[config.mk]
export PLATFORM = sky130hd
export DESIGN_NAME = scf_cluster_finder
export DESIGN_NICKNAME = d
export VERILOG_FILES = /design/src/rtl/scf_pkg.sv /design/src/rtl/scf_join_check.sv /design/src/rtl/scf_slots.sv /design/src/rtl/scf_ctrl.sv /design/src/rtl/scf_cluster_finder.sv
export SDC_FILE = /design/constraint.sdc
export NUM_CORES = 1
export LEC_CHECK = 0
export CORE_ASPECT_RATIO = 2
export CORE_MARGIN = 2
export CORE_UTILIZATION = 30
export CTS_BUF_LIST = sky130_fd_sc_hd__clkbuf_8 sky130_fd_sc_hd__clkbuf_16
export DETAILED_ROUTE_END_ITERATION = 8
export DONT_BUFFER_PORTS = 1
export PLACE_DENSITY = 0.56
export SKIP_LAST_GASP = 1
export SLEW_MARGIN = 20
export SYNTH_ARGS = -nofsm -noshare
export SYNTH_HDL_FRONTEND = slang
export SYNTH_SLANG_ARGS = --single-unit
[constraint.sdc]
create_clock -name clk -period 3.2 [get_ports clk]
set_input_delay 0.64 -clock clk [delete_from_list [all_inputs] [get_ports clk]]
set_output_delay 0.64 -clock clk [all_outputs]
set_load 0.005 [all_outputs]
[src/rtl/scf_pkg.sv]
package scf_pkg;
  typedef enum logic {
    ST_SCAN = 1'b0,
    ST_OUT  = 1'b1
  } scf_state_e;
endpackage

[src/rtl/scf_join_check.sv]
module scf_join_check #(
  parameter int VAL_W  = 8,
  parameter int TYPE_W = 2,
  parameter int ADDR_W = 11
) (
  input  logic              active,
  input  logic              in_end,
  input  logic [VAL_W-1:0]  in_val,
  input  logic [TYPE_W-1:0] in_type,
  input  logic [ADDR_W-1:0] in_addr,
  input  logic [TYPE_W-1:0] cl_type,
  input  logic [ADDR_W-1:0] last_addr,
  input  logic [VAL_W-1:0]  th_join,
  output logic              above_th,
  output logic              joins
);
  logic [ADDR_W-1:0] next_addr;

  assign next_addr = last_addr + 1'b1;
  assign above_th  = !in_end && (in_val >= th_join);
  assign joins     = active && above_th && (in_type == cl_type) && (in_addr == next_addr);
endmodule

[src/rtl/scf_slots.sv]
module scf_slots #(
  parameter int VAL_W  = 8,
  parameter int ADDR_W = 11,
  parameter int SLOTS  = 5
) (
  input  logic                   clk,
  input  logic                   rst,
  input  logic                   clr,
  input  logic                   start,
  input  logic                   accept,
  input  logic [VAL_W-1:0]       val,
  input  logic [ADDR_W-1:0]      addr,
  output logic [VAL_W-1:0]       peak_val,
  output logic [ADDR_W-1:0]      peak_addr,
  output logic [SLOTS*VAL_W-1:0] slot_flat,
  output logic [SLOTS-1:0]       occ
);
  localparam int PEAK   = SLOTS / 2;
  localparam int FILL_W = $clog2(SLOTS + 1);

  logic [VAL_W-1:0]  dat  [SLOTS];
  logic [VAL_W-1:0]  hist [PEAK];
  logic [PEAK-1:0]   hocc;
  logic [FILL_W-1:0] fill;
  logic              recentre;

  assign recentre = val >= dat[PEAK];
  assign peak_val = dat[PEAK];

  for (genvar g = 0; g < SLOTS; g++) begin : g_flat
    assign slot_flat[g*VAL_W +: VAL_W] = dat[g];
  end

  always_ff @(posedge clk) begin
    if (rst || clr) begin
      for (int k = 0; k < SLOTS; k++) dat[k] <= '0;
      for (int k = 0; k < PEAK; k++) hist[k] <= '0;
      occ       <= '0;
      hocc      <= '0;
      fill      <= '0;
      peak_addr <= '0;
    end else if (start) begin
      for (int k = 0; k < SLOTS; k++) dat[k] <= '0;
      for (int k = 0; k < PEAK; k++) hist[k] <= '0;
      occ             <= '0;
      hocc            <= '0;
      dat[PEAK]       <= val;
      occ[PEAK]       <= 1'b1;
      hist[PEAK-1]    <= val;
      hocc[PEAK-1]    <= 1'b1;
      fill            <= FILL_W'(PEAK + 1);
      peak_addr       <= addr;
    end else if (accept) begin
      if (recentre) begin
        for (int k = 0; k < PEAK; k++) begin
          dat[k] <= hist[k];
          occ[k] <= hocc[k];
        end
        dat[PEAK] <= val;
        for (int k = PEAK + 1; k < SLOTS; k++) begin
          dat[k] <= '0;
          occ[k] <= 1'b0;
        end
        fill      <= FILL_W'(PEAK + 1);
        peak_addr <= addr;
      end else if (fill < FILL_W'(SLOTS)) begin
        for (int k = PEAK + 1; k < SLOTS; k++) begin
          if (FILL_W'(k) == fill) begin
            dat[k] <= val;
            occ[k] <= 1'b1;
          end
        end
        fill <= fill + 1'b1;
      end
      for (int k = 0; k < PEAK - 1; k++) begin
        hist[k] <= hist[k+1];
        hocc[k] <= hocc[k+1];
      end
      hist[PEAK-1] <= val;
      hocc[PEAK-1] <= 1'b1;
    end
  end
endmodule

[src/rtl/scf_ctrl.sv]
module scf_ctrl #(
  parameter int TYPE_W = 2,
  parameter int ADDR_W = 11,
  parameter int CNT_W  = 8
) (
  input  logic              clk,
  input  logic              rst,
  input  logic              in_valid,
  input  logic              above_th,
  input  logic              joins,
  input  logic [TYPE_W-1:0] in_type,
  input  logic [ADDR_W-1:0] in_addr,
  input  logic              peak_ok,
  input  logic              out_ready,
  output logic              in_ready,
  output logic              start,
  output logic              accept,
  output logic              clr,
  output logic              emit,
  output logic              out_valid,
  output logic              active,
  output logic [TYPE_W-1:0] cl_type,
  output logic [ADDR_W-1:0] last_addr,
  output logic [CNT_W-1:0]  checked
);
  import scf_pkg::*;

  scf_state_e state;
  logic       scanning;
  logic       closing;

  assign scanning  = state == ST_SCAN;
  assign closing   = scanning && in_valid && active && !joins;
  assign in_ready  = scanning && !closing;
  assign start     = scanning && in_valid && !active && above_th;
  assign accept    = scanning && in_valid && joins;
  assign clr       = closing;
  assign emit      = closing && peak_ok;
  assign out_valid = state == ST_OUT;

  always_ff @(posedge clk) begin
    if (rst) begin
      state     <= ST_SCAN;
      active    <= 1'b0;
      cl_type   <= '0;
      last_addr <= '0;
      checked   <= '0;
    end else begin
      if (emit) state <= ST_OUT;
      else if (!scanning && out_ready) state <= ST_SCAN;

      if (start) begin
        active    <= 1'b1;
        cl_type   <= in_type;
        last_addr <= in_addr;
        checked   <= CNT_W'(1);
      end else if (accept) begin
        last_addr <= in_addr;
        if (checked != {CNT_W{1'b1}}) checked <= checked + 1'b1;
      end else if (closing) begin
        active <= 1'b0;
      end
    end
  end
endmodule

[src/rtl/scf_cluster_finder.sv]
module scf_cluster_finder #(
  parameter int VAL_W  = 8,
  parameter int TYPE_W = 2,
  parameter int ADDR_W = 11,
  parameter int SLOTS  = 5,
  parameter int CNT_W  = 8,
  localparam int USED_W = $clog2(SLOTS + 1)
) (
  input  logic                   clk,
  input  logic                   rst,
  input  logic [VAL_W-1:0]       th_join,
  input  logic [VAL_W-1:0]       th_peak,
  input  logic                   in_valid,
  output logic                   in_ready,
  input  logic                   in_end,
  input  logic [VAL_W-1:0]       in_val,
  input  logic [TYPE_W-1:0]      in_type,
  input  logic [ADDR_W-1:0]      in_addr,
  output logic                   out_valid,
  input  logic                   out_ready,
  output logic [SLOTS*VAL_W-1:0] out_vals,
  output logic [ADDR_W-1:0]      out_addr,
  output logic                   out_five,
  output logic [USED_W-1:0]      out_used,
  output logic [CNT_W-1:0]       out_checked
);
  logic              above_th, joins, start, accept, clr, emit, active;
  logic [TYPE_W-1:0] cl_type;
  logic [ADDR_W-1:0] last_addr, peak_addr;
  logic [CNT_W-1:0]  checked;
  logic [VAL_W-1:0]  peak_val;
  logic [SLOTS*VAL_W-1:0] slot_flat;
  logic [SLOTS-1:0]  occ;

  scf_join_check #(.VAL_W(VAL_W), .TYPE_W(TYPE_W), .ADDR_W(ADDR_W)) u_join (
    .active(active), .in_end(in_end), .in_val(in_val), .in_type(in_type),
    .in_addr(in_addr), .cl_type(cl_type), .last_addr(last_addr),
    .th_join(th_join), .above_th(above_th), .joins(joins)
  );

  scf_slots #(.VAL_W(VAL_W), .ADDR_W(ADDR_W), .SLOTS(SLOTS)) u_slots (
    .clk(clk), .rst(rst), .clr(clr), .start(start), .accept(accept),
    .val(in_val), .addr(in_addr), .peak_val(peak_val), .peak_addr(peak_addr),
    .slot_flat(slot_flat), .occ(occ)
  );

  scf_ctrl #(.TYPE_W(TYPE_W), .ADDR_W(ADDR_W), .CNT_W(CNT_W)) u_ctrl (
    .clk(clk), .rst(rst), .in_valid(in_valid), .above_th(above_th),
    .joins(joins), .in_type(in_type), .in_addr(in_addr),
    .peak_ok(peak_val >= th_peak), .out_ready(out_ready), .in_ready(in_ready),
    .start(start), .accept(accept), .clr(clr), .emit(emit),
    .out_valid(out_valid), .active(active), .cl_type(cl_type),
    .last_addr(last_addr), .checked(checked)
  );

  always_ff @(posedge clk) begin
    if (rst) begin
      out_vals    <= '0;
      out_addr    <= '0;
      out_five    <= 1'b0;
      out_used    <= '0;
      out_checked <= '0;
    end else if (emit) begin
      out_vals    <= slot_flat;
      out_addr    <= peak_addr - 1'b1;
      out_five    <= occ[0] && occ[SLOTS-1];
      out_used    <= USED_W'($countones(occ));
      out_checked <= checked;
    end
  end
endmodule

==> impl_metrics.toml <==
[status]
outcome = "complete, no violations"

[layout]
drive_gt1_share_pct = 11.1
final_nets = 829
diodes = 0
regArea_um2 = 3830
fin_cells = 1054
multi_input_area_um2 = 3250
fillers = 2418
areaGrowthSynthToFinish_pct = 15.6
utilization_pct = 35.4

[timing]
tightest_slew_ps = 622
period_needed_ps = 3060
max-slew-margin-rel_pct = 58.1
hold-worst-slack_ps = 267
fmax_mhz = 327
skew_ps = 10.9
hold_viol_final = 0
slew_viol_final = 0
finalSetupViolCount = 0
period_share_pct = 95.7
fin_setup_tns_ps = 0

[clocking]
hold_buffers = 0
cts_tree = "done"
clockBufferDepth = 2
cts_sinks = 163
htreeDepth = 4
path_clk_slew_ps = 70
clock_latency_ps = 430
root_buffer = "clkbuf_16"
cts_buffers = 17

[logic_synthesis]
synth_cell_types = 61
avgSynthCellArea_um2 = 9.89
synthesis.area_um2 = 7290
synthCells = 737
synthFlopType = "dfxtp_1"
synth.ff_latch_count = 163
synth-seq-area-share_pct = 52.5
async_reset_ff_share_pct = 0
syn_nets = 812
yosys_warnings = 0
synth_edf_count = 56

[global_routing]
grt_pass1_vias = 5308
grt_use_total_pct = 15.3
grt_max_degree = 81
grt_pass1_wl_um = 29200
antenna_found_initial = 0
grt.overflow.total = 0

[floorplanning]
pin_count = 107
fp-row-count = 80
start_util_pct = 30.6
design.die.area_um2 = 25600
core_um2 = 23800
die_w_um = 114
die_height_um = 224

[worst_setup_path]
slowest_delay_ps = 390
startpoint_type = "flip-flop"
r2r_setup_slack_ps = 350
worstSetupPathType = "reg2out"
worst-path-buf-inv = 2
worstPathRequired_ps = 2560
critPathArrivalTime_ps = 2420
cp_max_fo = 6
cpMostUsedCell = "buf_4"
cp_cell_sequence = "ha_4 > nand3_1 > o221a_2 > a311oi_2 > a22oi_2 > buf_4 > a21oi_4 > buf_4 > nor2_1"
slowest_stage = "dfxtp_4"
crit_family = "compound AO/OA/AOI/OAI gates"
critPathCaptureType = "output pin"

[route]
drc_errors = 0
drt-total-wl_um = 18600
vias = 5165
drt_iter0_drc = 210
wl_per_cell_um = 17.6
postRouteAntennaNets = 0
routed_via_density = 4.90
first_pass_iters = 4

[placement]
dp_hpwl_um = 14000
io_buffers = 0
dp_cells = 1021
finalWeightedCongestion = 0.861

[power]
peakVddDrop_mv = 0.456
p_per_area_nw_per_um2 = 547
leakage_uw = 0.00321

[flow_run]
cap_violations = 0

[worst_hold_path]
min_path_type = "in2reg"
==> cell usage in the layout (no fill, tap or decap), types with 4 or more instances in the layout <==
cell / synthesis / final
buf_4: 1 / 26
and3_1: 11 / 11
edfxtp_1: 56 / 56
nand4_1: 5 / 5
nor3_1: 12 / 12
a21oi_1: 65 / 64
inv_1: 32 / 35
mux2i_1: 25 / 25
a211oi_1: 14 / 13
xor2_1: 8 / 8
nand2b_1: 8 / 8
dfxtp_2: 0 / 4
nor2_1: 58 / 58
nand3_1: 11 / 11
nand2_1: 118 / 118
or3_1: 7 / 7
o21ai_0: 8 / 7
ha_1: 31 / 30
xnor2_1: 16 / 16
dfxtp_1: 107 / 102
a21o_1: 4 / 4
clkbuf_16: 0 / 17
and2_1: 50 / 50
buf_12: 0 / 4
==> cell families (layout without fill, tap and decap cells) <==
logic type | after synthesis | after routing | share of synthesized area, %
flip-flops | 163 | 163 | 52.5
adder cells (fa/ha/maj) | 33 | 33 | 5.87
XOR/XNOR | 24 | 24 | 2.88
AND/OR/NAND/NOR | 312 | 312 | 21.7
multiplexers | 25 | 25 | 3.43
AO/OA/AOI/OAI | 116 | 116 | 9.91
buffers and inverters | 64 | 94 | 3.74
==> power by group <==
group	total, uW	internal (uW)	leakage, uW	switching [uW]
Clock	2040	1220	0.000301	822
Sequential	2260	2210	0.00146	46.6
Combinational	307	135	0.00146	172
Total	4610	3570	0.00321	1040
==> metrics by stage <==
stage / setup slack (ps) / total power [uW] / cell area, um^2
floorplan: 1.72 / 2520 / 7300
global placement: 152 / 2610 / 7780
detailed placement: 80.8 / 2610 / 7780
finish: 137 / 4610 / 8430
CTS: 29.2 / 4690 / 8400
global route: -0.252 / 4800 / 8430
==> final cells by class <==
type	instances	area share, %
well taps	287	4.26
multi-input cells	510	38.5
inverters	32	1.43
clock buffers	17	5.05
repair buffers	30	3.27
flip-flops and latches	163	45.5
clock inverters	15	1.98
==> worst paths after layout <==
path | depth (start not counted) | from | endpoint
setup reg to reg | 12 | u_slots.dat[2][0] | out_checked[2]
hold reg to reg | 2 | out_vals[20] | out_vals[20]
setup / recovery | 9 | u_ctrl.last_addr[0] | in_ready
hold / removal | 1 | rst | u_ctrl.last_addr[1]
==> sequential cells by signal (all words and copies together) (netlist names) <==
signal and count:
out_vals 40, u_slots.hist 16, u_slots.hocc 2, u_ctrl.last_addr 11, out_checked 8, out_five 1
u_slots.peak_addr 11, u_slots.dat 40, u_ctrl.active 1, u_ctrl.checked 8, out_used 3, u_slots.fill 3
u_ctrl.out_valid 1, u_ctrl.cl_type 2, out_addr 11, u_slots.occ 5
==> synthesized netlist by cell type, drive strengths merged, types with 3 or more instances <==
cell type | n | area [um^2]
and2 | 52 | 325
or3 | 8 | 55.1
ha | 31 | 388
dfxtp | 107 | 2140
clkbuf | 14 | 52.6
nor3 | 12 | 60.1
nand2b | 8 | 50.1
a21oi | 67 | 343
xnor2 | 16 | 140
a211oi | 14 | 105
o21ai | 8 | 40.0
and3 | 12 | 80.1
inv | 32 | 120
nand2 | 119 | 454
a31oi | 4 | 31.3
nor4b | 3 | 41.3
a21o | 4 | 30.0
nand3 | 12 | 65.1
nor4 | 5 | 61.3
edfxtp | 56 | 1680
buf | 18 | 100
nand4 | 6 | 43.8
nor2 | 58 | 218
or2 | 3 | 18.8
nor3b | 3 | 22.5
or4 | 3 | 22.5
xor2 | 8 | 70.1
mux2i | 25 | 250
==> metal layers <==
layer | GRT usage, % | wire [um] | vias up
met5 | 0 | 0 | -
met4 | 9.21 | 778 | 0
met3 | 4.34 | 880 | 34
met2 | 28.9 | 10300 | 115
met1 | 14.2 | 6580 | 2433
li1 | - | - | 2583
==> what timing repair did <==
item / CTS / global route
setup buffers: 0 / 1
setup endpoints to repair: 1 / 1
pin swaps: 1 / 1
gates resized for setup: 4 / 8
(Power assumes the default switching activity.)
